==> config.mk <==
export PLATFORM = sky130hd
export DESIGN_NAME = vic_top
export DESIGN_NICKNAME = d
export VERILOG_FILES = /design/src/rtl/vic_pkg.sv /design/src/rtl/vic_gpio_sense.sv /design/src/rtl/vic_pend_bank.sv /design/src/rtl/vic_prio_enc.sv /design/src/rtl/vic_gie_ctl.sv /design/src/rtl/vic_top.sv
export SDC_FILE = /design/constraint.sdc
export NUM_CORES = 1
export LEC_CHECK = 0
export ABC_CLOCK_PERIOD_IN_PS = 1300
export BUFFER_PORTS_ARGS = -buffer_cell sky130_fd_sc_hd__buf_2
export CAP_MARGIN = 15
export CORE_MARGIN = 1.5
export CORE_UTILIZATION = 34
export DETAILED_ROUTE_END_ITERATION = 8
export GPL_TIMING_DRIVEN = 0
export PLACE_DENSITY = 0.81
export SYNTH_ARGS = -nofsm -noshare
export SYNTH_HDL_FRONTEND = slang
export SYNTH_SLANG_ARGS = --single-unit
==> constraint.sdc <==
create_clock -name clk -period 1.3 [get_ports clk]
set_input_delay 0.26 -clock clk [delete_from_list [all_inputs] [get_ports clk]]
set_output_delay 0.26 -clock clk [all_outputs]
set_load 0.03 [all_outputs]
==> src/rtl/vic_pkg.sv <==
// Shared constants for the vectored interrupt controller.
// Sources are indexed in priority order: index 0 wins over every other index.
package vic_pkg;
    localparam int NSRC     = 8;   // sources seen by the priority encoder
    localparam int NEXT     = 7;   // sources that arrive as event pulses
    localparam int VEC_W    = 16;  // width of a vector address
    localparam int GPIO_IDX = 6;   // priority slot of the shared pin flag
    localparam int WAKE_IDX = 7;   // priority slot of the wake-up source

    // Vector table slot of a priority index; vectors sit two bytes apart.
    function automatic logic [VEC_W-1:0] vec_of(input int idx);
        int slot;
        slot = (idx < 2) ? idx + 1 : idx + 4;
        return VEC_W'(slot * 2);
    endfunction
endpackage

==> src/rtl/vic_gpio_sense.sv <==
// Qualifies each pin by its enable and polarity bits and ORs the results
// into one shared flag. The flag is sticky until the pin vector is taken.
// Assumes the pins are already synchronous to clk.
module vic_gpio_sense #(
    parameter int NPIN = 8
) (
    input  logic            clk,
    input  logic            rst_n,
    input  logic [NPIN-1:0] pin,
    input  logic [NPIN-1:0] pin_en,
    input  logic [NPIN-1:0] pol,
    input  logic            clr,
    output logic            flag
);
    logic [NPIN-1:0] qual;
    logic            hit;

    // A pin counts when it is enabled and sits at its active level.
    always_comb begin
        qual = pin_en & ~(pin ^ pol);
        hit  = |qual;
    end

    // Shared flag: set by any qualified pin, cleared by a take; set wins.
    always_ff @(posedge clk) begin
        if (!rst_n)    flag <= 1'b0;
        else if (hit)  flag <= 1'b1;
        else if (clr)  flag <= 1'b0;
    end

    assert_pin_sets_flag_R10: assert property (@(posedge clk) disable iff (!rst_n)
        hit |=> flag);
    assert_flag_clears_on_take_R11: assert property (@(posedge clk) disable iff (!rst_n)
        (clr && !hit) |=> !flag);
    assert_flag_sticky_R11: assert property (@(posedge clk) disable iff (!rst_n)
        (flag && !clr) |=> flag);
endmodule

==> src/rtl/vic_pend_bank.sv <==
// One pending latch per pulsed source. An event sets the latch and a take
// clears it; an event in the same cycle as a take keeps the latch set.
module vic_pend_bank #(
    parameter int N = 7
) (
    input  logic         clk,
    input  logic         rst_n,
    input  logic [N-1:0] evt,
    input  logic [N-1:0] clr,
    output logic [N-1:0] pend
);
    for (genvar i = 0; i < N; i++) begin : g_latch
        // Latch for source i: event sets, take clears, event has precedence.
        always_ff @(posedge clk) begin
            if (!rst_n)      pend[i] <= 1'b0;
            else if (evt[i]) pend[i] <= 1'b1;
            else if (clr[i]) pend[i] <= 1'b0;
        end

        assert_evt_sets_R2: assert property (@(posedge clk) disable iff (!rst_n)
            evt[i] |=> pend[i]);
        assert_take_clears_R8: assert property (@(posedge clk) disable iff (!rst_n)
            (clr[i] && !evt[i]) |=> !pend[i]);
    end
endmodule

==> src/rtl/vic_prio_enc.sv <==
// Fixed-priority encoder: the lowest index among the requests wins.
// Produces a one-hot grant and the winner's vector address.
// Purely combinational.
module vic_prio_enc
    import vic_pkg::*;
(
    input  logic [NSRC-1:0]  req,
    output logic [NSRC-1:0]  grant,
    output logic             any,
    output logic [VEC_W-1:0] vec
);
    // Scan from the lowest priority upward so the lowest index is left last.
    always_comb begin
        grant = '0;
        vec   = '0;
        any   = 1'b0;
        for (int i = NSRC - 1; i >= 0; i--) begin
            if (req[i]) begin
                grant    = '0;
                grant[i] = 1'b1;
                vec      = vec_of(i);
                any      = 1'b1;
            end
        end
    end
endmodule

==> src/rtl/vic_gie_ctl.sv <==
// Global interrupt enable. Precedence: a take clears it, then a disable
// command clears it, then an enable or return command sets it.
module vic_gie_ctl (
    input  logic clk,
    input  logic rst_n,
    input  logic ei,
    input  logic di,
    input  logic reti,
    input  logic take,
    output logic gie
);
    // Enable flag update in precedence order.
    always_ff @(posedge clk) begin
        if (!rst_n)          gie <= 1'b0;
        else if (take || di) gie <= 1'b0;
        else if (ei || reti) gie <= 1'b1;
    end

    assert_take_clears_gie_R8: assert property (@(posedge clk) disable iff (!rst_n)
        take |=> !gie);
    assert_di_clears_R7: assert property (@(posedge clk) disable iff (!rst_n)
        di |=> !gie);
    assert_ei_sets_R7: assert property (@(posedge clk) disable iff (!rst_n)
        ((ei || reti) && !di && !take) |=> gie);
endmodule

==> src/rtl/vic_top.sv <==
// Vectored interrupt controller top.
// Merges the pulsed sources, the wake-up source and the shared pin flag
// into one priority-ordered request vector, gates it with the per-source
// enables, and presents the winner to the CPU behind the global enable.
// Assumes the CPU raises irq_ack for one cycle when it vectors.
module vic_top
    import vic_pkg::*;
#(
    parameter int NPIN = 8
) (
    input  logic             clk,
    input  logic             rst_n,
    input  logic [NEXT-1:0]  src_evt,
    input  logic [NSRC-1:0]  src_en,
    input  logic [NPIN-1:0]  gpio_pin,
    input  logic [NPIN-1:0]  gpio_pin_en,
    input  logic [NPIN-1:0]  gpio_pol,
    input  logic             cmd_ei,
    input  logic             cmd_di,
    input  logic             cmd_reti,
    input  logic             irq_ack,
    output logic             irq_req,
    output logic             irq_pend,
    output logic [VEC_W-1:0] irq_vec,
    output logic             gie
);
    logic [NEXT-1:0] ext_pend;
    logic [NEXT-1:0] ext_clr;
    logic            pin_flag;
    logic [NSRC-1:0] pend_all;
    logic [NSRC-1:0] req;
    logic [NSRC-1:0] grant;
    logic [NSRC-1:0] clr_all;
    logic            any;
    logic            take;

    // Place each source in its priority slot and apply the enables.
    always_comb begin
        pend_all = {ext_pend[NEXT-1], pin_flag, ext_pend[NEXT-2:0]};
        req      = pend_all & src_en;
        take     = irq_ack && any && gie;
        clr_all  = grant & {NSRC{take}};
        ext_clr  = {clr_all[WAKE_IDX], clr_all[GPIO_IDX-1:0]};
    end

    vic_pend_bank #(.N(NEXT)) u_pend (
        .clk  (clk),
        .rst_n(rst_n),
        .evt  (src_evt),
        .clr  (ext_clr),
        .pend (ext_pend)
    );

    vic_gpio_sense #(.NPIN(NPIN)) u_gpio (
        .clk   (clk),
        .rst_n (rst_n),
        .pin   (gpio_pin),
        .pin_en(gpio_pin_en),
        .pol   (gpio_pol),
        .clr   (clr_all[GPIO_IDX]),
        .flag  (pin_flag)
    );

    vic_prio_enc u_enc (
        .req  (req),
        .grant(grant),
        .any  (any),
        .vec  (irq_vec)
    );

    vic_gie_ctl u_gie (
        .clk (clk),
        .rst_n(rst_n),
        .ei  (cmd_ei),
        .di  (cmd_di),
        .reti(cmd_reti),
        .take(take),
        .gie (gie)
    );

    // CPU-facing status and request.
    always_comb begin
        irq_pend = any;
        irq_req  = any && gie;
    end

    assert_one_winner_R5: assert property (@(posedge clk) disable iff (!rst_n)
        $onehot0(grant));
    assert_no_higher_request_R5: assert property (@(posedge clk) disable iff (!rst_n)
        (req & (grant - NSRC'(1)) & {NSRC{|grant}}) == '0);
    assert_vec_present_R4: assert property (@(posedge clk) disable iff (!rst_n)
        irq_pend |-> (irq_vec != '0));
    assert_vec_idle_R4: assert property (@(posedge clk) disable iff (!rst_n)
        !irq_pend |-> (irq_vec == '0));
    assert_ack_idle_R8: assert property (@(posedge clk) disable iff (!rst_n)
        (irq_ack && !irq_req) |=> $stable(pend_all & ~{1'b0, {NPIN > 0}, 6'b0}) || (|src_evt));
endmodule

==> results.toml <==
[worst_setup_path]
setup.worst_path.end_class = "primary output"
path_class = "reg2out"
critical_path_cell_with_the_highest_stage_delay = "sky130_fd_sc_hd__dfxtp_2"
worst-endpoint-required_ns = 1.04
critical_path.startpoint_type = "flop"
path_max_fanout = 5
critPathArrivalTime_ns = 1.34
cp_cell_sequence = "a22oi_4, nand4_1, and2_4, buf_6"
cp_slowest_stage_delay_ns = 0.34
r2r_cells = 6

[clocking]
htreeDepth = 1
cts_num_sinks = 9
clock_latency_ns = 0.27
clock_tree.buffer_depth = 2
cts_root_buffer = "sky130_fd_sc_hd__clkbuf_4"
num_cts_buffers = 3
cts_hold_repair.buffers = 0
cts_tree = "built"
cts.reportedPaths.clkPinSlew_ns = 0.07

[power]
clkPwrFrac_pct = 21.4
power_frac_comb_pct = 48.4
pwr_total_w = 0.00108
power_leakage_nw = 0.673
netSwitchingFraction_pct = 37.7
net-switching-power_w = 0.000408
power_per_cell_area_mw_per_mm2 = 791
max-vdd-ir-drop_v = 0.000513
power.sequential.fraction_pct = 30.2
cellInternalPower_w = 0.000674

[yosys]
netlist.area_leader.share_pct = 24.2
netlist_area_um2 = 744
synth_top_family_by_area = "compound AO/OA/AOI/OAI gates"
synthAdderAreaFrac_pct = 0
synth-compound-area-share_pct = 40.2
synth.ff_latch_count = 9
synthSimpleGateAreaFrac_pct = 9.58
synth_edf_count = 0
flip_flop_cell_with_the_highest_count_after_synthesis = "sky130_fd_sc_hd__dfxtp_1"
post_synth_main_area_contributors = "sky130_fd_sc_hd__dfxtp_1 (24%), sky130_fd_sc_hd__buf_4 (12%), sky130_fd_sc_hd__xnor2_1 (9.4%)"
synth_xor_xnor_area_share_pct = 9.41
synthesis.yosys.warnings = 0
post_synth_num_cell_types = 26
synthesis.area_per_instance_um2 = 8.46
async_reset_ff_share_pct = 0
number_of_standard_cells_after_synthesis = 88
yosysTopAreaCell = "sky130_fd_sc_hd__dfxtp_1"
yosysSeqAreaShare_pct = 24.2
muxShareOfSynthArea_pct = 0

[finish]
area_overhead_vs_synth_pct = 83.7
antenna_cells_inserted = 0
share_of_final_layout_standard_cells_stronger_than_drive_strength_1_pct = 64.1
finalNetCount = 213

[grt]
vias_in_the_first_global_route = 934
pin_count_of_the_biggest_net_entering_global_routing = 10
antenna_found_initial = 0
grt_pass1_wl_um = 3790
grt_use_total_pct = 20.0
globalRoute.totalOverflow = 0

[flow_run]
maxCapViolations = 0

[route]
totalWireLength_um = 2560
drt.antenna.violating_nets = 0
detailedRoute.firstIterationViolations = 14
drt_pass1_iterations = 4
avgViaCountPerCell = 5.04
via_count = 978
routed_wire_length_per_instance_um = 13.2
drc_violation_count_after_routing = 0

[placed_design]
hpwlAfterDp_um = 1710
port_buffers = 51
gp_congestion = 0.878

[floorplanning]
die_area_mm2 = 0.00248
floorplan.initialDensity_pct = 37.2
floorplan_core_area_mm2 = 0.00200
dieHeight_um = 49.8
die_x_um = 49.8
i_o_pin_count = 64
floorplan.rows = 16

[timing]
holdWs_ns = 0.144
finalSetupViolations = 15
fin_crit_sh_pct = 123
timing.final.max_slew_violations = 0
period_needed_ns = 1.60
report.final.hold_viol_count = 0
fin_worst_skew_ns = 0.00703
timing.fmax_mhz = 626
rsz0062_at_grt = "yes"
final.setup.worst_slack_ns = -0.298

[worst_hold_path]
hold_class = "in2reg"
timing.hold.worst_path_depth = 2

[status]
outcome = "finished with violations"
violations_in_the_final_reports = "setup timing"
[power groups by stage]
stage / clock (W) / sequential (W) / combinational (W)
finish: 0.000231 / 0.000327 / 0.000524
global route: 0.000252 / 0.000330 / 0.000558
CTS: 0.000227 / 0.000325 / 0.000460
detailed placement: 0 / 0.000326 / 0.000387
global placement: 0 / 0.000325 / 0.000379
floorplan: 0 / 0.000325 / 0.000257
[worst max-delay path, delay by kind of cell, from the launching register on]
family / cells / cell delay, ns
AOI/OAI and AO/OA: 1 / 0.25
buffers and inverters: 1 / 0.13
DFF: 1 / 0.34
and+or+nand+nor: 2 / 0.35
[metal layers]
| metal | part of all wire, % | global-route usage [%] | vias to the layer above |
|---|---|---|---|
| met1 | 34 | 20.1 | 441 |
| met5 | 0 | 0 | - |
| met4 | 5.1 | 11.1 | 0 |
| met3 | 8.1 | 4.24 | 13 |
| li1 | - | - | 463 |
| met2 | 52 | 37.6 | 61 |
[cell type report]
class                           count  area [µm²]
Sequential cell                     9         198
Timing Repair Buffer               64         398
Clock buffer                        4        26.3
Fill cell                         155         634
Inverter                            8        30.0
Buffer                             12        90.1
Multi-Input combinational cell     70         592
Tap cell                           27        33.8
[stage by stage]
step | setup TNS, ns | cell area [µm²] | setup slack, ns | utilization [%] | std cells
6_report | -2.55 | 1370 | -0.298 | 68.3 | 194
5_1_grt | -3.49 | 1370 | -0.362 | 68.3 | 194
4_1_cts | -2.39 | 1250 | -0.281 | 62.7 | 189
3_5_place_dp | -1.29 | 1090 | -0.205 | 54.4 | 177
3_3_place_gp | -1.11 | 1090 | -0.185 | 54.4 | 177
2_1_floorplan | -1.09 | 800 | -0.227 | - | 99
[cells in the final DEF (no fill, tap or decap), types with 4 or more instances in the layout]
cell	netlist	routed
sky130_fd_sc_hd__a22oi_1	7	4
sky130_fd_sc_hd__a22oi_2	1	4
sky130_fd_sc_hd__buf_2	0	45
sky130_fd_sc_hd__buf_4	12	23
sky130_fd_sc_hd__buf_6	0	8
sky130_fd_sc_hd__conb_1	1	12
sky130_fd_sc_hd__dfxtp_2	0	5
sky130_fd_sc_hd__inv_1	8	8
sky130_fd_sc_hd__nand2_1	6	5
sky130_fd_sc_hd__o21a_1	4	4
sky130_fd_sc_hd__o21ai_0	4	4
sky130_fd_sc_hd__xnor2_1	8	8
[path summary, 6_finish.rpt]
| kind | start | endpoint | slack, ns |
|---|---|---|---|
| hold reg to reg | u_pend.pend[2] | u_pend.pend[2] | 0.59 |
| setup / recovery | u_pend.pend[5] | irq_req | -0.30 |
| hold / removal | cmd_di | u_gie.gie | 0.14 |
| setup reg to reg | u_pend.pend[5] | u_pend.pend[2] | -0.18 |
[flip-flops by register name (all words and copies together) (netlist names)]
signal	cells
u_pend.pend	7
u_gie.gie	1
u_gpio.flag	1
[synth_stat cells, drive strengths merged (3+ instances only)]
cell and count:
o21a 4, buf 12, xnor2 8, a21oi 3
a22o 3, o21ai 5, a22oi 9, a41oi 5
inv 8, nand2 6, dfxtp 9, a31oi 3
and2 3
[what timing repair did]
action                                  CTS  global route
pin swaps                                12             6
buffers inserted                          8             5
resized for setup                        24            18
endpoints found under the setup margin   12            15
[cells by family after synthesis]
logic type | after synthesis
other cells | 1
compound gates | 36
buf+inv | 20
xor+xnor | 8
flops | 9
simple gates | 14
No activity file was read; power rests on OpenSTA's default activity.
